`src/rtl/tobl_pkg.sv`:
```
package tobl_pkg;

    typedef enum logic [1:0] {
        TRG_NONE      = 2'd0,
        TRG_MISS      = 2'd1,
        TRG_FIRST_USE = 2'd2
    } trig_kind_e;

    function automatic trig_kind_e classify(input logic v, input logic hit, input logic tag);
        if (!v)
            return TRG_NONE;
        else if (!hit)
            return TRG_MISS;
        else if (tag)
            return TRG_FIRST_USE;
        else
            return TRG_NONE;
    endfunction

endpackage

```
`src/rtl/tobl_trigger.sv`:
```
module tobl_trigger
    import tobl_pkg::*;
#(
    parameter int LINE_W = 26
) (
    input  logic              acc_valid,
    input  logic [LINE_W-1:0] acc_line,
    input  logic              acc_hit,
    input  logic              acc_tag,
    output trig_kind_e        kind,
    output logic              cand_req,
    output logic [LINE_W-1:0] cand_line,
    output logic              clr_req
);
    localparam logic [LINE_W-1:0] TOP_LINE = '1;

    logic at_top;

    always_comb begin
        kind      = classify(acc_valid, acc_hit, acc_tag);
        at_top    = (acc_line == TOP_LINE);
        cand_line = acc_line + LINE_W'(1);
        cand_req  = (kind != TRG_NONE) && !at_top;
        clr_req   = (kind == TRG_FIRST_USE);
    end

endmodule

```
`src/rtl/tobl_queue.sv`:
```
module tobl_queue #(
    parameter int LINE_W = 26,
    parameter int DEPTH  = 4
) (
    input  logic              clk,
    input  logic              rst,
    input  logic              cand_req,
    input  logic [LINE_W-1:0] cand_line,
    input  logic              cand_present,
    output logic              cand_taken,
    output logic              pf_valid,
    output logic [LINE_W-1:0] pf_line,
    input  logic              pf_ready
);
    localparam int PW = (DEPTH > 1) ? $clog2(DEPTH) : 1;
    localparam int CW = $clog2(DEPTH + 1);
    localparam logic [PW-1:0] LAST = PW'(DEPTH - 1);

    logic [LINE_W-1:0] mem [DEPTH];
    logic [DEPTH-1:0]  occ;
    logic [DEPTH-1:0]  match;
    logic [PW-1:0]     head, tail;
    logic [CW-1:0]     count;
    logic              full, pop, push;

    for (genvar i = 0; i < DEPTH; i++) begin : g_cmp
        assign match[i] = occ[i] && (mem[i] == cand_line);
    end

    always_comb begin
        full       = (count == CW'(DEPTH));
        push       = cand_req && !cand_present && !(|match) && !full;
        cand_taken = push;
        pf_valid   = occ[head];
        pf_line    = mem[head];
        pop        = pf_valid && pf_ready;
    end

    always_ff @(posedge clk) begin
        if (rst) begin
            occ   <= '0;
            head  <= '0;
            tail  <= '0;
            count <= '0;
        end else begin
            if (push) begin
                mem[tail] <= cand_line;
                tail      <= (tail == LAST) ? '0 : tail + PW'(1);
            end
            if (pop)
                head <= (head == LAST) ? '0 : head + PW'(1);
            for (int i = 0; i < DEPTH; i++) begin
                if (push && tail == PW'(i))
                    occ[i] <= 1'b1;
                else if (pop && head == PW'(i))
                    occ[i] <= 1'b0;
            end
            if (push && !pop)
                count <= count + CW'(1);
            else if (pop && !push)
                count <= count - CW'(1);
        end
    end

    AST_NO_OVERFLOW: assert property (@(posedge clk) disable iff (rst) count <= CW'(DEPTH));
    AST_OCC_MATCHES_COUNT: assert property (@(posedge clk) disable iff (rst) $countones(occ) == int'(count));
    AST_NO_PUSH_WHEN_FULL: assert property (@(posedge clk) disable iff (rst) full |-> !push);
    AST_POP_ADVANCES: assert property (@(posedge clk) disable iff (rst) (pop && !push) |=> count == $past(count) - CW'(1));

endmodule

```
`src/rtl/tobl_tagupd.sv`:
```
module tobl_tagupd #(
    parameter int LINE_W = 26
) (
    input  logic              clk,
    input  logic              rst,
    input  logic              clr_req,
    input  logic [LINE_W-1:0] clr_line,
    input  logic              fill_valid,
    input  logic [LINE_W-1:0] fill_line,
    input  logic              fill_is_pf,
    output logic              upd_clr_valid,
    output logic [LINE_W-1:0] upd_clr_line,
    output logic              upd_wr_valid,
    output logic [LINE_W-1:0] upd_wr_line,
    output logic              upd_wr_bit
);

    always_ff @(posedge clk) begin
        if (rst) begin
            upd_clr_valid <= 1'b0;
            upd_clr_line  <= '0;
            upd_wr_valid  <= 1'b0;
            upd_wr_line   <= '0;
            upd_wr_bit    <= 1'b0;
        end else begin
            upd_clr_valid <= clr_req;
            upd_clr_line  <= clr_line;
            upd_wr_valid  <= fill_valid;
            upd_wr_line   <= fill_line;
            upd_wr_bit    <= fill_is_pf;
        end
    end

    AST_FILL_WRITE: assert property (@(posedge clk) disable iff (rst) fill_valid |=> upd_wr_valid && upd_wr_bit == $past(fill_is_pf) && upd_wr_line == $past(fill_line));
    AST_CLR_WRITE: assert property (@(posedge clk) disable iff (rst) clr_req |=> upd_clr_valid && upd_clr_line == $past(clr_line));

endmodule

```
`src/rtl/tobl_prefetcher.sv`:
```
module tobl_prefetcher
    import tobl_pkg::*;
#(
    parameter int LINE_W = 26,
    parameter int DEPTH  = 4
) (
    input  logic              clk,
    input  logic              rst,
    input  logic              acc_valid,
    input  logic [LINE_W-1:0] acc_line,
    input  logic              acc_hit,
    input  logic              acc_tag,
    output logic [LINE_W-1:0] nxt_line,
    input  logic              nxt_present,
    input  logic              fill_valid,
    input  logic [LINE_W-1:0] fill_line,
    input  logic              fill_is_pf,
    output logic              upd_clr_valid,
    output logic [LINE_W-1:0] upd_clr_line,
    output logic              upd_wr_valid,
    output logic [LINE_W-1:0] upd_wr_line,
    output logic              upd_wr_bit,
    output logic              pf_valid,
    output logic [LINE_W-1:0] pf_line,
    input  logic              pf_ready
);
    trig_kind_e        kind;
    logic              cand_req, clr_req, cand_taken;
    logic [LINE_W-1:0] cand_line;

    tobl_trigger #(.LINE_W(LINE_W)) u_trig (
        .acc_valid (acc_valid),
        .acc_line  (acc_line),
        .acc_hit   (acc_hit),
        .acc_tag   (acc_tag),
        .kind      (kind),
        .cand_req  (cand_req),
        .cand_line (cand_line),
        .clr_req   (clr_req)
    );

    assign nxt_line = cand_line;

    tobl_queue #(.LINE_W(LINE_W), .DEPTH(DEPTH)) u_queue (
        .clk          (clk),
        .rst          (rst),
        .cand_req     (cand_req),
        .cand_line    (cand_line),
        .cand_present (nxt_present),
        .cand_taken   (cand_taken),
        .pf_valid     (pf_valid),
        .pf_line      (pf_line),
        .pf_ready     (pf_ready)
    );

    tobl_tagupd #(.LINE_W(LINE_W)) u_tagupd (
        .clk           (clk),
        .rst           (rst),
        .clr_req       (clr_req),
        .clr_line      (acc_line),
        .fill_valid    (fill_valid),
        .fill_line     (fill_line),
        .fill_is_pf    (fill_is_pf),
        .upd_clr_valid (upd_clr_valid),
        .upd_clr_line  (upd_clr_line),
        .upd_wr_valid  (upd_wr_valid),
        .upd_wr_line   (upd_wr_line),
        .upd_wr_bit    (upd_wr_bit)
    );

    AST_CLEAN_HIT_QUIET: assert property (@(posedge clk) disable iff (rst) (acc_valid && acc_hit && !acc_tag) |-> !cand_taken);
    AST_PRESENT_BLOCKS: assert property (@(posedge clk) disable iff (rst) nxt_present |-> !cand_taken);
    AST_NO_WRAP: assert property (@(posedge clk) disable iff (rst) (acc_line == '1) |-> !cand_taken);
    AST_CLEAN_HIT_NO_CLR: assert property (@(posedge clk) disable iff (rst) (acc_valid && acc_hit && !acc_tag) |=> !upd_clr_valid);
    AST_QUIET_RESET: assert property (@(posedge clk) $past(rst) |-> !pf_valid && !upd_clr_valid && !upd_wr_valid);

endmodule

```
`config.mk`:
```
export PLATFORM = sky130hd
export DESIGN_NAME = tobl_prefetcher
export DESIGN_NICKNAME = d
export VERILOG_FILES = /design/src/rtl/tobl_pkg.sv /design/src/rtl/tobl_trigger.sv /design/src/rtl/tobl_queue.sv /design/src/rtl/tobl_tagupd.sv /design/src/rtl/tobl_prefetcher.sv
export SDC_FILE = /design/constraint.sdc
export NUM_CORES = 1
export LEC_CHECK = 0
export BUFFER_PORTS_ARGS = -buffer_cell sky130_fd_sc_hd__buf_2
export CAP_MARGIN = 20
export CORE_MARGIN = 3
export CORE_UTILIZATION = 31
export CTS_CLUSTER_DIAMETER = 120
export DETAILED_ROUTE_END_ITERATION = 8
export PLACE_DENSITY = 0.49
export SLEW_MARGIN = 20
export SYNTH_ARGS = -nofsm -noshare
export SYNTH_HDL_FRONTEND = slang
export SYNTH_HIERARCHICAL = 1
export SYNTH_SLANG_ARGS = --single-unit
```
`constraint.sdc`:
```
create_clock -name clk -period 5.6 [get_ports clk]
set_clock_uncertainty 0.2 [all_clocks]
set_input_delay 1.12 -clock clk [delete_from_list [all_inputs] [get_ports clk]]
set_output_delay 1.12 -clock clk [all_outputs]
set_load 0.01 [all_outputs]
```
Yosys cells after proc, flatten, opt, wreduce, memory -nomap -nowiden
Memory sizes are Yosys's and may differ from the RTL's. A register that Yosys moved wholly into a read port is not among the register bits.
Cells that the tools add are included.
{"block": "totals", "output_inout_bits": 108, "n_memories": 1, "inputBits": 61, "ram_bits": 104, "mem_bits_ro": 0, "word_cells": 88, "regBits": 66, "latchBits": 0}
{"name": "u_queue.mem", "depth": 4, "word_bits": 26, "rd": 5, "rd_clocked_by_memory_dff": 1, "write_ports": 1, "line_no": "tobl_queue.sv:19", "text": "logic [LINE_W-1:0] mem [DEPTH];"}
{"block": "op_classes", "multipliers": 0, "n_div": 0, "n_eq_ne": 13, "order_cmp": 1, "n_addsub": 5, "n_shift": 0, "n_mux": 22, "bitwise_logic": 0, "n_reduce_logical": 34}
{"operator": "== test 26 bit", "n": 4}
{"operator": "adder 26 x 1 -> 26 bit (second input constant)", "n": 1}
{"operator": "== test 26 bit (second input constant)", "n": 1}
{"operator": "logical AND 1 bit", "n": 19}
{"operator": "2-to-1 mux 2 bit", "n": 7}
{"operator": "2-to-1 mux 1 bit", "n": 12}
{"operator": "nonzero test 2 bit", "n": 6}
{"operator": "== test 2 bit (second input constant)", "n": 5}
{"operator": "zero test 1 bit", "n": 6}
{"operator": "2-to-1 mux 3 bit", "n": 2}
{"operator": "adder 2 x 1 -> 2 bit (second input constant)", "n": 2}
{"operator": "== test 2 x 1 -> 1 bit (second input constant)", "n": 2}
{"operator": "zero test 2 bit", "n": 2}
{"operator": "OR reduction 4 bit", "n": 1}
{"operator": "adder 3 x 1 -> 3 bit (second input constant)", "n": 1}
{"operator": "== test 3 bit (second input constant)", "n": 1}
{"operator": "< comparator 2 x 3 -> 1 bit (second input constant)", "n": 1}
{"operator": "subtractor 3 x 1 -> 3 bit (second input constant)", "n": 1}
{"operator": "binary-select mux 1 bit (select 2 bit)", "n": 1}

Longest topological paths before layout
Gate-level depths: netlist of run 1.
{"block": "depth", "word_depth": 12, "mapped_depth": 18, "mapped_depth_nobuf": 17}

By module
Netlist of run 1, hierarchy kept.
{"module": "tobl_queue", "area_each_um2": 5914.4, "seq_area_each_um2": 3383.2, "cells_each": 381, "instances": 1}
{"module": "tobl_tagupd", "area_each_um2": 1602.8, "seq_area_each_um2": 1101.1, "cells_each": 116, "instances": 1}
{"module": "tobl_trigger", "area_each_um2": 543.0, "seq_area_each_um2": 0.0, "cells_each": 77, "instances": 1}

Least setup slack after synthesis of run 1
No wires, ideal clock.
{"block": "synth_timing", "path_kind": "input port to flip-flop", "start": "input acc_line[0]", "end": "memory u_queue.mem[0][0] (enable)", "setup_ns": 0.409, "n_path_buf": 1, "t_required_ns": 4.991, "arrival_ns": 4.356, "setup_slack_ns": 0.635, "stages": 12, "cell_sequence": "ha_1 > nand2_1 > nor3_4 > and3_1 > xor2_1 > buf_2 > xnor2_1 > nand4_1 > nor3_1 > a221oi_2 > nand3_4 > nor2_1"}
{"block": "synth_via", "elab_chain_len": 10, "word_cells_on_any_way": 20, "cone_classes": "add/sub (1); eq/ne (5); mux (3); reduce/logical (11)"}
{"element": "start, declared", "line_no": "tobl_prefetcher.sv:10", "text": "input logic [LINE_W-1:0] acc_line,"}
{"element": "adder 26 x 1 -> 26 bit *", "line_no": "tobl_trigger.sv:22", "text": "cand_line = acc_line + LINE_W'(1);"}
{"element": "via nxt_line[10]", "line_no": "tobl_prefetcher.sv:13", "text": "output logic [LINE_W-1:0] nxt_line,"}
{"element": "== test 26 bit", "line_no": "tobl_queue.sv:27", "text": "assign match[i] = occ[i] && (mem[i] == cand_line);"}
{"element": "logical AND 1 bit", "line_no": "tobl_queue.sv:27"}
{"element": "OR reduction 4 bit *", "line_no": "tobl_queue.sv:32", "text": "push = cand_req && !cand_present && !(|match) && !full;"}
{"element": "zero test 1 bit *", "line_no": "tobl_queue.sv:32"}
{"element": "logical AND 1 bit * (2 in a row)", "line_no": "tobl_queue.sv:32"}
{"element": "2-to-1 mux 1 bit *", "line_no": "tobl_queue.sv:46", "text": "if (push) begin"}
{"element": "2-to-1 mux 1 bit *", "line_no": "tobl_queue.sv:40", "text": "if (rst) begin"}
{"element": "2-to-1 mux 1 bit (implied by the code) *", "line_no": "tobl_queue.sv:47", "text": "mem[tail] <= cand_line;"}
{"element": "end, declared", "line_no": "tobl_queue.sv:19"}
The timed path passes the listed nets; every way through them passes the cells marked *.

Worst setup path after layout of run 1
{"block": "layout_timing", "start": "input acc_line[3]", "end": "register u_queue.count[2]"}
{"block": "layout_via", "elab_chain_len": 10, "word_cells_on_any_way": 22, "cone_classes": "add/sub (1); eq/ne (5); mux (1); reduce/logical (15)"}
{"element": "adder 26 x 1 -> 26 bit", "line_no": "tobl_trigger.sv:22"}
{"element": "== test 26 bit", "line_no": "tobl_queue.sv:27"}
{"element": "logical AND 1 bit", "line_no": "tobl_queue.sv:27"}
{"element": "OR reduction 4 bit", "line_no": "tobl_queue.sv:32"}
{"element": "zero test 1 bit", "line_no": "tobl_queue.sv:32"}
{"element": "logical AND 1 bit * (2 in a row)", "line_no": "tobl_queue.sv:32"}
{"element": "via cand_taken", "line_no": "tobl_prefetcher.sv:28", "text": "logic cand_req, clr_req, cand_taken;"}
{"element": "zero test 1 bit", "line_no": "tobl_queue.sv:60", "text": "else if (pop && !push)"}
{"element": "logical AND 1 bit", "line_no": "tobl_queue.sv:60"}
{"element": "nonzero test 2 bit (no source line)"}
{"element": "end signal, assigned", "line_no": "tobl_queue.sv:59", "text": "count <= count + CW'(1);"}
{"element": "end signal, assigned", "line_no": "tobl_queue.sv:61", "text": "count <= count - CW'(1);"}
{"element": "end, declared", "line_no": "tobl_queue.sv:23", "text": "logic [CW-1:0] count;"}
Marks and branches as above.
A chain may end at the register's enable or synchronous reset.

==> flow_summary.yaml, run 1 <==
synthesis:
  synth_cells: 572
  yosysWarnings: 6
  syn_area_per_cell_um2: 14.1
  synth_nets: 644
  syn_area_um2: 8050
power:
  p_comb_share_pct: 11.8
  power.internal_mw: 2.12
  ir_drop_v: 0.000188
  seqPwrFrac_pct: 48.2
  p_clk_share_pct: 40.0
  power_mw: 2.89
  leakage_nw: 3.62
  pwr_density_cell_nw_per_um2: 295
  power.switching_mw: 0.771
  swShare_pct: 26.6
clocking:
  clock-sinks: 172
  cts_max_path_buffers: 2
  numCtsBuffers: 17
  cts_setup_buffers: 0
  cts-hold-fix-buffers: 0
  cts_tree: "built"
  root_buffer: "clkbuf_16"
  cts.clk_slew.worst_paths_ns: 0.07
  post_cts_resized: 0
  worstSkewPairLatency_ns: 0.43
  h-tree-depth: 4
setup_path:
  r2r-start: "u_queue/mem[1][24]"
  worstPathMaxFanout: 9
  critPathRequiredTime_ns: 5.75
  reg2reg_depth: 12
  r2r_end: "u_queue/count[2]"
  critPathCapture: "u_queue/count[2]"
  r2r_slack_ns: 2.44
  path_class: "primary input to flop"
  start_kind: "primary input"
  crit_start: "acc_line[3]"
  cp-end-kind: "flop"
  arrival_ns: 5.02
routing:
  drtAntennaViolNets: 0
  routed_wl_mm: 22.1
  wl_per_cell_um: 20.3
  vias: 5123
  via_per_inst: 4.69
  drc: 0
  first_iter_violations: 286
  drt_pass1_iterations: 4
sta:
  slew_viol_final: 0
  fin_crit_sh_pct: 86.9
  fmax_mhz: 205
  min_period_ns: 4.87
  setup_tns_ns: 0
  rsz0062_at_grt: "false"
  whs_ns: 0.318
  setup_violations: 0
  slew-limit-headroom_pct: 35.7
  worst_slew_pin_slew_ns: 0.964
  hold_violations: 0
floorplanning:
  die_y_um: 167
  core_area_um2: 25300
  pin_count: 169
  initial_core_util_pct: 31.8
  die_width_um: 167
  die-area_um2: 27900
  rows: 58
finish:
  final_nets: 821
  layoutNonFillerInstCount: 1092
  diodes: 0
  syn_to_final_growth_pct: 21.8
  layout-drive-gt1-share_pct: 42.3
  design_area_um2: 9800
placement:
  gp_congestion: 0.833
  place_area_um2: 9220
  dp_hpwl_mm: 16.4
  dp_cells: 1060
  port_buffers: 168
global_route:
  grt_pass1_wl_mm: 33.9
  antenna_found_initial: 0
  grt_max_degree: 72
  grt_pass1_vias: 5527
  grt_overflow: 0
  grt_usage_pct: 16.0
hold_path:
  hold_class: "flop to flop"
outcome:
  run_status: "finished, final reports clean"
run:
  drv_cap: 0
cells in the final DEF (no fill, tap or decap), types with 3 or more instances in the layout:
master     instances
buf_2            167
edfxtp_1         104
xnor2_1          101
dfxtp_1           66
nor2b_2           36
buf_4             31
nand4_1           30
mux4_2            27
xor2_1            22
nor2b_1           19
clkbuf_16         17
nand2_1           15
nand3_1           12
nor2_1            10
ha_1              10
xnor2_2            7
nor3_1             7
inv_1              7
and3_1             7
inv_8              6
nand2b_1           5
nor4_2             4
nor2_2             4
nand3b_1           4
o21ai_1            4
clkinv_4           3
nor4_1             3
a21oi_1            3
how the worst min path moves through the flow:
stage                              start              to  slack, ns  depth (start not counted)
after global placement    u_queue/occ[1]  u_queue/occ[1]       0.31                          2
final                     u_queue/occ[1]  u_queue/occ[1]       0.32                          2
after floorplan           u_queue/occ[3]  u_queue/occ[3]       0.26                          2
after global routing      u_queue/occ[1]  u_queue/occ[1]       0.35                          2
after CTS                 u_queue/occ[1]  u_queue/occ[1]       0.32                          2
after detailed placement  u_queue/occ[1]  u_queue/occ[1]       0.31                          2
metal layers:
metal	vias to the layer above	share of wire (%)	GRT usage (%)
li1	2384	-	-
met3	22	7.3	5.10
met4	0	2.0	4.77
met2	183	47	26.1
met1	2534	44	20.6
met5	-	0	0
power groups by stage:
stage | Combinational, mW | Clock, mW | Sequential (mW)
after floorplan | 0.201 | 0 | 1.43
after global placement | 0.342 | 0 | 1.42
after detailed placement | 0.346 | 0 | 1.42
after CTS | 0.347 | 1.19 | 1.40
after global routing | 0.374 | 1.25 | 1.40
final | 0.341 | 1.16 | 1.40
worst max-delay path: stages:
cell and delay, ns:
buf_2 0.16, nand4_2 0.19, nor4_4 0.48, nand3_1 0.16
xnor2_1 0.28, buf_4 0.24, xnor2_1 0.12, nand4_1 0.13
nor4_2 0.06, a221oi_2 0.43, nand3_4 0.22, inv_4 0.12
ha_1 0.19, inv_1 0.07, fa_1 0.39, xor2_1 0.18
or3_1 0.32, a21oi_1 0.14
layout make-up:
class                           instances  area [µm²]
Sequential cell                       172        4490
Timing Repair Buffer                  198        1070
Multi-Input combinational cell        351        3220
Fill cell                            2389       15500
Inverter                                9        36.3
Clock buffer                           18         429
Tap cell                              330         413
Clock inverter                         14         150
registers in the layout, indices dropped and copies added (netlist names), named ones only:
register                cells
u_queue/head                2
u_tagupd/upd_wr_valid       1
u_tagupd/upd_wr_line       26
u_tagupd/upd_wr_bit         1
u_tagupd/upd_clr_valid      1
u_tagupd/upd_clr_line      26
u_queue/occ                 4
u_queue/tail                2
u_queue/count               3
u_queue/mem               104
through the flow:
stage	setup slack [ns]	utilization [%]
after global placement	0.502	36.4
final	0.731	38.7
after CTS	0.784	38.7
after global routing	0.412	38.7
after detailed placement	0.343	36.4
after floorplan	0.635	-
No activity file was read; power rests on OpenSTA's default activity.
==> run 2: changes to the inputs <==
--- a/config.mk
+++ b/config.mk
@@ -5,7 +5,7 @@
 export SDC_FILE = /design/constraint.sdc
 export NUM_CORES = 1
 export LEC_CHECK = 0
-export BUFFER_PORTS_ARGS = -buffer_cell sky130_fd_sc_hd__buf_2
+export BUFFER_PORTS_ARGS = -buffer_cell sky130_fd_sc_hd__buf_4
 export CAP_MARGIN = 20
 export CORE_MARGIN = 3
 export CORE_UTILIZATION = 31
==> flow_summary.yaml, run 2 (same netlist as run 1, synthesis figures left out) <==
run:
  drv_cap: 0
clocking:
  worstSkewPairLatency_ns: 0.43
  h-tree-depth: 4
  cts-hold-fix-buffers: 0
  post_cts_resized: 0
  root_buffer: "clkbuf_16"
  cts.clk_slew.worst_paths_ns: 0.07
  cts_setup_buffers: 0
  cts_max_path_buffers: 2
  cts_tree: "built"
  numCtsBuffers: 17
  clock-sinks: 172
setup_path:
  path_cells: "buf_4 > ha_1 > nand2_1 > nor3_4 > and3_1 > xor2_1 > buf_4 > xnor2_1 > nand4_1 > nor3_1 > a221oi_2 > nand3_4 > inv_4 > ha_1 > inv_1 > fa_1 > xor2_1 > or3_1 > a21oi_1"
  arrival_ns: 4.98
  critical_path.slowest_cell: "a221oi_2"
  worstPathMaxFanout: 9
  critPathRequiredTime_ns: 5.75
  path_class: "primary input to flop"
  start_kind: "primary input"
  slowest_delay_ns: 0.44
  cp-end-kind: "flop"
  reg2reg_depth: 12
sta:
  setup_violations: 0
  fmax_mhz: 207
  worst_slew_pin_slew_ns: 0.941
  slew_viol_final: 0
  fin_crit_sh_pct: 86.3
  rsz0062_at_grt: "false"
  setup_slack_ns: 0.767
  slew-limit-headroom_pct: 37.3
  setup_tns_ns: 0
  min_period_ns: 4.83
  hold_violations: 0
global_route:
  antenna_found_initial: 0
  top_usage_layer: "met2"
  grt_util_met3_pct: 5.22
  grt_use_met1_pct: 20.3
  grt_max_degree: 72
  grt_overflow: 0
  grt_pass1_wl_mm: 33.4
  grt_usage_pct: 15.8
  groute.layer.met2.usage_pct: 25.4
  grt_pass1_vias: 5567
finish:
  largest_registers: "u_queue/mem x104, u_tagupd/upd_clr_line x26, u_tagupd/upd_wr_line x26"
  diodes: 0
  final_nets: 822
  utilization_pct: 40.4
  largest_reg_flops: 104
  syn_to_final_growth_pct: 27.1
  final_cell_mix: "buf_4 (199), edfxtp_1 (104), xnor2_1 (101), dfxtp_1 (66), nor2b_2 (36)"
  layout-drive-gt1-share_pct: 42.5
  mostFrequentLayoutCell: "buf_4"
  regMostFlops: "u_queue/mem"
hold_path:
  whs_path_depth: 2
  hold_class: "flop to flop"
power:
  power_mw: 2.94
  leakage_nw: 3.75
  ir_drop_v: 0.000200
  pwr_density_cell_nw_per_um2: 287
routing:
  drt_pass1_iterations: 5
  routed_wl_mm: 22.1
  wl_per_cell_um: 20.2
  drc: 0
  drtAntennaViolNets: 0
  first_iter_violations: 325
  vias: 5165
  via_per_inst: 4.73
placement:
  gp_congestion: 0.804
  port_buffers: 168
  dp_hpwl_mm: 16.5
  post-place-ws_ns: 0.326
floorplanning:
  die_y_um: 167
  pin_count: 169
  initial_core_util_pct: 31.8
  die_width_um: 167
  die-area_um2: 27900
  core_area_um2: 25300
  rows: 58
outcome:
  run_status: "finished, final reports clean"
[run 2: final timing paths]
check / from / endpoint / slack, ns
setup / recovery: acc_line[0] / u_queue/count[2] / 0.77
hold / removal: u_queue/occ[1] / u_queue/occ[1] / 0.32
setup reg to reg: u_queue/mem[1][7] / u_queue/count[2] / 2.47
hold reg to reg: u_queue/occ[1] / u_queue/occ[1] / 0.32
[run 2: layer usage]
| layer | vias up | wire [µm] |
|---|---|---|
| met3 | 26 | 1820 |
| li1 | 2387 | - |
| met1 | 2560 | 9300 |
| met4 | 0 | 488 |
| met2 | 192 | 10400 |
| met5 | - | 0 |
[run 2: final cells by class]
class                      count  area, µm²
fill                        2359      15100
sequential                   172       4490
multi-input combinational    351       3220
timing repair buffer         199       1490
clock buffer                  18        439
tap                          330        413
clock inverter                14        140
inverter                       9       36.3
[run 2: worst max-delay path, delay by kind of cell]
| kind | cells | cell delay (ns) |
|---|---|---|
| buffers and inverters | 4 | 0.53 |
| adder cells (fa/ha/maj) | 3 | 0.76 |
| AO/OA/AOI/OAI | 2 | 0.59 |
| AND/OR/NAND/NOR | 7 | 1.40 |
| XOR/XNOR | 3 | 0.55 |
[run 2: where the power goes]
part / switching (mW) / total (mW) / internal [mW]
Sequential: 0.0193 / 1.40 / 1.38
Combinational: 0.192 / 0.374 / 0.181
Clock: 0.559 / 1.17 / 0.608
[run 2: stage by stage]
stage | hold WS, ns | instance area, µm² | cells
final | 0.321 | 10200 | 1093
after floorplan | 0.263 | 8050 | 572
after global placement | 0.322 | 9650 | 1061
after detailed placement | 0.312 | 9650 | 1061
after global routing | 0.356 | 10200 | 1093
after CTS | 0.325 | 10200 | 1093
